### config.mk
export PLATFORM = sky130hd
export DESIGN_NAME = txq_abort_top
export DESIGN_NICKNAME = d
export VERILOG_FILES = /design/src/rtl/txq_abort_pkg.sv /design/src/rtl/txq_ring.sv /design/src/rtl/txq_abort_ctrl.sv /design/src/rtl/txq_abort_top.sv
export SDC_FILE = /design/constraint.sdc
export NUM_CORES = 1
export LEC_CHECK = 0
export ABC_AREA = 1
export BUFFER_PORTS_ARGS = -buffer_cell sky130_fd_sc_hd__buf_4
export CELL_PAD_IN_SITES_DETAIL_PLACEMENT = 0
export CELL_PAD_IN_SITES_GLOBAL_PLACEMENT = 2
export CORE_AREA = 2 2 73 102
export CTS_CLUSTER_DIAMETER = 80
export DETAILED_ROUTE_END_ITERATION = 6
export DIE_AREA = 0 0 75 104
export HOLD_SLACK_MARGIN = 0.12
export PLACE_DENSITY_LB_ADDON = 0.1
export SLEW_MARGIN = 10
export SYNTH_ARGS = -nofsm -noshare
export SYNTH_HDL_FRONTEND = slang
export SYNTH_SLANG_ARGS = --single-unit
export TNS_END_PERCENT = 50
### constraint.sdc
create_clock -name clk -period 1.7 [get_ports clk]
set_input_delay 0.17 -clock clk [delete_from_list [all_inputs] [get_ports clk]]
set_output_delay 0.17 -clock clk [all_outputs]
set_load 0.05 [all_outputs]
### src/rtl/txq_abort_pkg.sv
package txq_abort_pkg;

  // Frame tracking state of the transmit side
  typedef enum logic [1:0] {
    TXQ_IDLE = 2'd0,   // between frames
    TXQ_OPEN = 2'd1,   // a frame is in flight
    TXQ_HALT = 2'd2    // locked out after underrun
  } txq_state_e;

endpackage

### src/rtl/txq_ring.sv
module txq_ring #(
  parameter int WIDTH = 9,
  parameter int DEPTH = 3
) (
  input  logic             clk,
  input  logic             rst_n,
  input  logic             push,
  input  logic [WIDTH-1:0] wdata,
  input  logic             pop,
  input  logic             flush,
  output logic [WIDTH-1:0] rdata,
  output logic             empty,
  output logic             full
);

  localparam int PW = (DEPTH > 1) ? $clog2(DEPTH) : 1;
  localparam int CW = $clog2(DEPTH + 1);

  logic [WIDTH-1:0] slot [DEPTH];
  logic [PW-1:0]    wr_ptr, rd_ptr;
  logic [CW-1:0]    count, count_nxt;

  function automatic logic [PW-1:0] wrap_inc(input logic [PW-1:0] p);
    return (p == PW'(DEPTH - 1)) ? '0 : p + PW'(1);
  endfunction

  // One register per slot, written when the write pointer selects it
  for (genvar i = 0; i < DEPTH; i++) begin : g_slot
    always_ff @(posedge clk or negedge rst_n) begin
      if (!rst_n)
        slot[i] <= '0;
      else if (push && wr_ptr == PW'(i))
        slot[i] <= wdata;
    end
  end

  always_comb begin
    count_nxt = count;
    if (push) count_nxt = count_nxt + CW'(1);
    if (pop)  count_nxt = count_nxt - CW'(1);
  end

  always_ff @(posedge clk or negedge rst_n) begin
    if (!rst_n) begin
      wr_ptr <= '0;
      rd_ptr <= '0;
      count  <= '0;
    end else if (flush) begin
      // flush wins over a push on the same edge
      wr_ptr <= '0;
      rd_ptr <= '0;
      count  <= '0;
    end else begin
      if (push) wr_ptr <= wrap_inc(wr_ptr);
      if (pop)  rd_ptr <= wrap_inc(rd_ptr);
      count <= count_nxt;
    end
  end

  assign rdata = slot[rd_ptr];
  assign empty = (count == '0);
  assign full  = (count == CW'(DEPTH));

  p_count_bound_r1: assert property (@(posedge clk) disable iff (!rst_n)
    count <= CW'(DEPTH));
  p_no_overflow_r1: assert property (@(posedge clk) disable iff (!rst_n)
    push |-> (!full || pop));
  p_no_underflow_r2: assert property (@(posedge clk) disable iff (!rst_n)
    pop |-> !empty);
  p_flush_empties_r6: assert property (@(posedge clk) disable iff (!rst_n)
    flush |=> empty);

endmodule

### src/rtl/txq_abort_ctrl.sv
module txq_abort_ctrl
  import txq_abort_pkg::*;
(
  input  logic clk,
  input  logic rst_n,
  input  logic tx_fire,
  input  logic tx_fire_eof,
  input  logic tx_ready,
  input  logic q_empty,
  input  logic restart,
  input  logic irq_enable,
  output logic halted,
  output logic flush,
  output logic buf_done,
  output logic buf_underrun,
  output logic tx_err_irq
);

  txq_state_e state, state_nxt;
  logic underrun;
  logic clean_end;

  // Transmitter wants a byte mid-frame and nothing is queued
  assign underrun  = (state == TXQ_OPEN) && tx_ready && q_empty;
  assign clean_end = tx_fire && tx_fire_eof;
  assign flush     = underrun;
  assign halted    = (state == TXQ_HALT);

  always_comb begin
    state_nxt = state;
    unique case (state)
      TXQ_IDLE: if (tx_fire && !tx_fire_eof) state_nxt = TXQ_OPEN;
      TXQ_OPEN: begin
        if (underrun)       state_nxt = TXQ_HALT;
        else if (clean_end) state_nxt = TXQ_IDLE;
      end
      TXQ_HALT: if (restart) state_nxt = TXQ_IDLE;
      default:  state_nxt = TXQ_IDLE;
    endcase
  end

  always_ff @(posedge clk or negedge rst_n) begin
    if (!rst_n) begin
      state        <= TXQ_IDLE;
      buf_done     <= 1'b0;
      buf_underrun <= 1'b0;
      tx_err_irq   <= 1'b0;
    end else begin
      state      <= state_nxt;
      buf_done   <= underrun || clean_end;
      tx_err_irq <= underrun && irq_enable;
      if (underrun)
        buf_underrun <= 1'b1;
      else if (clean_end || (halted && restart))
        buf_underrun <= 1'b0;
    end
  end

  p_halt_holds_r7: assert property (@(posedge clk) disable iff (!rst_n)
    (halted && !restart) |=> halted);
  p_restart_clears_r8: assert property (@(posedge clk) disable iff (!rst_n)
    (halted && restart) |=> (!halted && !buf_underrun));
  p_underrun_close_r4: assert property (@(posedge clk) disable iff (!rst_n)
    underrun |=> (buf_done && buf_underrun && halted));
  p_irq_only_with_close_r5: assert property (@(posedge clk) disable iff (!rst_n)
    tx_err_irq |-> (buf_done && buf_underrun));
  p_irq_needs_enable_r5: assert property (@(posedge clk) disable iff (!rst_n)
    tx_err_irq |-> $past(irq_enable));
  p_clean_close_r9: assert property (@(posedge clk) disable iff (!rst_n)
    clean_end |=> (buf_done && !buf_underrun && !tx_err_irq));
  p_idle_no_error_r3: assert property (@(posedge clk) disable iff (!rst_n)
    (state == TXQ_IDLE && !tx_fire) |=> !buf_done);

endmodule

### src/rtl/txq_abort_top.sv
module txq_abort_top #(
  parameter int DATA_W = 8,
  parameter int DEPTH  = 3
) (
  input  logic              clk,
  input  logic              rst_n,
  input  logic              wr_valid,
  output logic              wr_ready,
  input  logic [DATA_W-1:0] wr_byte,
  input  logic              wr_eof,
  output logic              tx_valid,
  input  logic              tx_ready,
  output logic [DATA_W-1:0] tx_byte,
  output logic              tx_eof,
  input  logic              restart,
  input  logic              irq_enable,
  output logic              buf_done,
  output logic              buf_underrun,
  output logic              tx_err_irq,
  output logic              halted
);

  localparam int EW = DATA_W + 1;

  logic          q_push, q_pop, q_flush, q_empty, q_full;
  logic [EW-1:0] q_rdata;
  logic          tx_fire;

  assign wr_ready = !q_full && !halted;
  assign q_push   = wr_valid && wr_ready;
  assign tx_valid = !q_empty && !halted;
  assign tx_fire  = tx_valid && tx_ready;
  assign q_pop    = tx_fire;
  assign tx_byte  = q_rdata[DATA_W-1:0];
  assign tx_eof   = q_rdata[DATA_W];

  txq_ring #(.WIDTH(EW), .DEPTH(DEPTH)) u_ring (
    .clk   (clk),
    .rst_n (rst_n),
    .push  (q_push),
    .wdata ({wr_eof, wr_byte}),
    .pop   (q_pop),
    .flush (q_flush),
    .rdata (q_rdata),
    .empty (q_empty),
    .full  (q_full)
  );

  txq_abort_ctrl u_ctrl (
    .clk          (clk),
    .rst_n        (rst_n),
    .tx_fire      (tx_fire),
    .tx_fire_eof  (tx_eof),
    .tx_ready     (tx_ready),
    .q_empty      (q_empty),
    .restart      (restart),
    .irq_enable   (irq_enable),
    .halted       (halted),
    .flush        (q_flush),
    .buf_done     (buf_done),
    .buf_underrun (buf_underrun),
    .tx_err_irq   (tx_err_irq)
  );

  p_halt_gates_r7: assert property (@(posedge clk) disable iff (!rst_n)
    halted |-> (!wr_ready && !tx_valid));
  p_head_stable_r2: assert property (@(posedge clk) disable iff (!rst_n)
    (tx_valid && !tx_ready && !restart) |=> (tx_valid && $stable(tx_byte) && $stable(tx_eof)));

endmodule

==> reports/metrics.yaml <==
placement:
  dp_hpwl_mm: 2.970
  gp_congestion: 0.7089
  io_buffers: 29
  dp_cells: 328
floorplanning:
  die_w_um: 75
  start_util_pct: 27.29
  fp.coreArea_um2: 6892
  rows: 36
  die_y_um: 104
  die-area_um2: 7800
  pin_count: 30
power:
  vdd_drop_max_mv: 0.8643
  cellLeakagePower_uw: 0.001177
  power_density_nw_per_um2: 2207
worst_setup_path:
  cp-start-kind: "flip-flop"
  path_cells: "inv_2 > nor2_4 > buf_12 > nand2_1 > nand3_2 > buf_4"
  setup.worst_path.end: "tx_eof"
  rr_worst_depth: 7
  cp-end-kind: "output port"
  crit_arrival_ns: 1.43
  startpoint: "u_ring.rd_ptr[0]"
  critPathKind: "flip-flop to output port"
  reg2reg_from: "u_ring.count[0]"
  required_ns: 1.53
  crit_slowest_cell: "dfrtp_1"
  crit_fanout: 10
  regToRegSetupSlack_ns: 0.13
  r2r-end: "u_ring.slot[16]"
  slowest_delay_ns: 0.45
logic_synthesis:
  yosysTopAreaCell: "dfrtp_1"
  ys_warn_count: 0
  synth_area_um2: 1881
  ys_seq_area_share_pct: 50.57
  yosysMostFrequentCell: "nand2_1"
  synth-async-reset-ratio_pct: 100.0
  syn_area_per_cell_um2: 9.129
  synth_top_area_share_pct: 50.57
  synth_edf_count: 0
  synth_cell_types: 20
  synth_common_cells: "70 x nand2_1, 38 x dfrtp_1, 23 x inv_1"
  synth_seq_cells: 38
  synth.area.top_cells: "dfrtp_1 51%, nand2_1 14%, o21ai_2 8.4%, inv_1 4.6%, nand3_1 3.7%"
  synth_ff_type: "dfrtp_1"
  synth_cells: 206
  syn-num-nets: 223
timing:
  fmax_ghz: 0.6268
  clock_skew_ns: 0.006940
  slew-limit-headroom_pct: 66.53
  slew_viol_final: 0
  rsz0062_at_grt: "false"
  finalHoldViolations: 0
  period_share_pct: 93.84
  worst-slew-pin-transition_ns: 0.5021
  setup_viol_count_final: 0
  min_period_ns: 1.595
  setup_tns_ns: 0
route:
  remaining_drc_errors: 0
  via_per_inst: 4.114
  drt-total-wl_mm: 4.175
  dr_total_vias: 1403
  wl_per_cell_um: 12.24
  ant_nets: 0
  firstDrtPassIters: 4
  drt_iter0_markers: 31
clock_tree:
  cts_made_buffers: 5
  clock-sinks: 38
  clockRootBuffer: "clkbuf_8"
  worstSkewPairLatency_ns: 0.28
  cts_max_path_buffers: 2
  cts_tree: "built"
  clkTransAtPathRegs_ns: 0.08
  htreeDepth: 2
outcome:
  outcome: "complete, no violations"
layout:
  multi_input_area_um2: 798.3
  drive_gt1_share_pct: 30.49
  nFillCells: 748
  stdcell_count: 341
  finalNetCount: 262
  area_growth_pct: 25.35
  final_util_pct: 34.20
  diodes: 0
  regArea_um2: 950.9
global_routing:
  grt_pass1_wl_mm: 6.996
  track_usage_pct: 11.89
  grt_pass1_vias: 1451
  antenna_found_initial: 0
  grt_overflow: 0
  grt_max_degree: 39
run:
  cap_violations: 0
hold_path:
  worstHoldPathType: "input port to flip-flop"
[flip-flops by register name, indices dropped and copies added, names as in the netlist]
| name | flops |
|---|---|
| u_ring.wr_ptr | 2 |
| u_ctrl.buf_done | 1 |
| u_ring.rd_ptr | 2 |
| u_ctrl.buf_underrun | 1 |
| u_ctrl.tx_err_irq | 1 |
| u_ctrl.state | 2 |
| u_ring.count | 2 |
| u_ring.slot | 27 |
[through the flow]
step	hold WS (ns)	power [µW]	setup WS, ns	instance area (µm²)
after CTS	0.1741	5245	0.004795	2335
final	0.1791	5203	0.1047	2357
after floorplan	-0.1256	3763	0.2375	1883
after detailed placement	0.1888	4526	0.1462	2193
after global placement	0.1902	4520	0.1613	2193
after global routing	0.1818	5608	0.006308	2357
[metal layers]
layer	wire, µm	vias up	share of wire, %	track usage [%]
li1	-	727	-	-
met1	1792	651	43	14.39
met2	2214	21	53	20.43
met3	121	4	2.9	2.713
met4	46	0	1.1	3.444
met5	0	-	0	0
[worst min-delay path by stage]
stage | startpoint | end | slack (ns) | depth (start not counted)
after floorplan | rst_n | u_ctrl.buf_done | -0.13 | 0
after global placement | rst_n | u_ring.slot[7] | 0.19 | 1
after detailed placement | rst_n | u_ring.slot[7] | 0.19 | 1
after CTS | wr_byte[2] | u_ring.slot[20] | 0.17 | 3
after global routing | wr_byte[5] | u_ring.slot[14] | 0.18 | 3
final | wr_byte[1] | u_ring.slot[19] | 0.18 | 3
[where the power goes]
part	internal [µW]	switching (µW)
combinational	1000	1980
clock	328	314
sequential	1320	262
[cell type report]
cell class                      count  share of cell area [%]
Multi-Input combinational cell    139                   33.86
Clock inverter                      1                  0.2123
Clock buffer                        7                   3.662
Tap cell                           95                   5.042
Sequential cell                    38                   40.34
Inverter                           26                   4.352
Timing Repair Buffer               35                   12.53
[cell families (layout without fill, tap and decap cells)]
| group | count (synthesis) | after routing | share of synthesized area [%] |
|---|---|---|---|
| simple gates | 104 | 104 | 27.28 |
| flops | 38 | 38 | 50.57 |
| compound gates | 33 | 33 | 13.57 |
| buf+inv | 29 | 69 | 7.252 |
| fa+ha+maj | 2 | 2 | 1.330 |
[what timing repair did]
item / 4_1_cts / 5_1_grt
hold buffers: 3 / 0
endpoints found under the setup margin: 1 / 9
pin swaps: 1 / 1
gates resized for setup: 0 / 1
hold endpoints to repair: 40 / 0
setup buffers: 1 / 1
[cells in the final DEF, fill, tap and decap left out, drive strengths merged]
| cell type | Yosys | layout |
|---|---|---|
| nand2 | 71 | 71 |
| o21ai | 30 | 30 |
| clkbuf | 0 | 7 |
| a21oi | 3 | 3 |
| dlygate4sd3 | 0 | 3 |
| dfrtp | 38 | 38 |
| clkinv | 0 | 1 |
| ha | 2 | 2 |
| nand4 | 2 | 2 |
| buf | 3 | 32 |
| inv | 26 | 26 |
| nor2 | 11 | 11 |
| nand3 | 20 | 20 |
[worst max-delay path: cells and delay by family (launching register included)]
family	cells	cell delay (ns)
buffers and inverters	3	0.42
and+or+nand+nor	3	0.27
DFF	1	0.45
No activity file was read; power rests on OpenSTA's default activity.
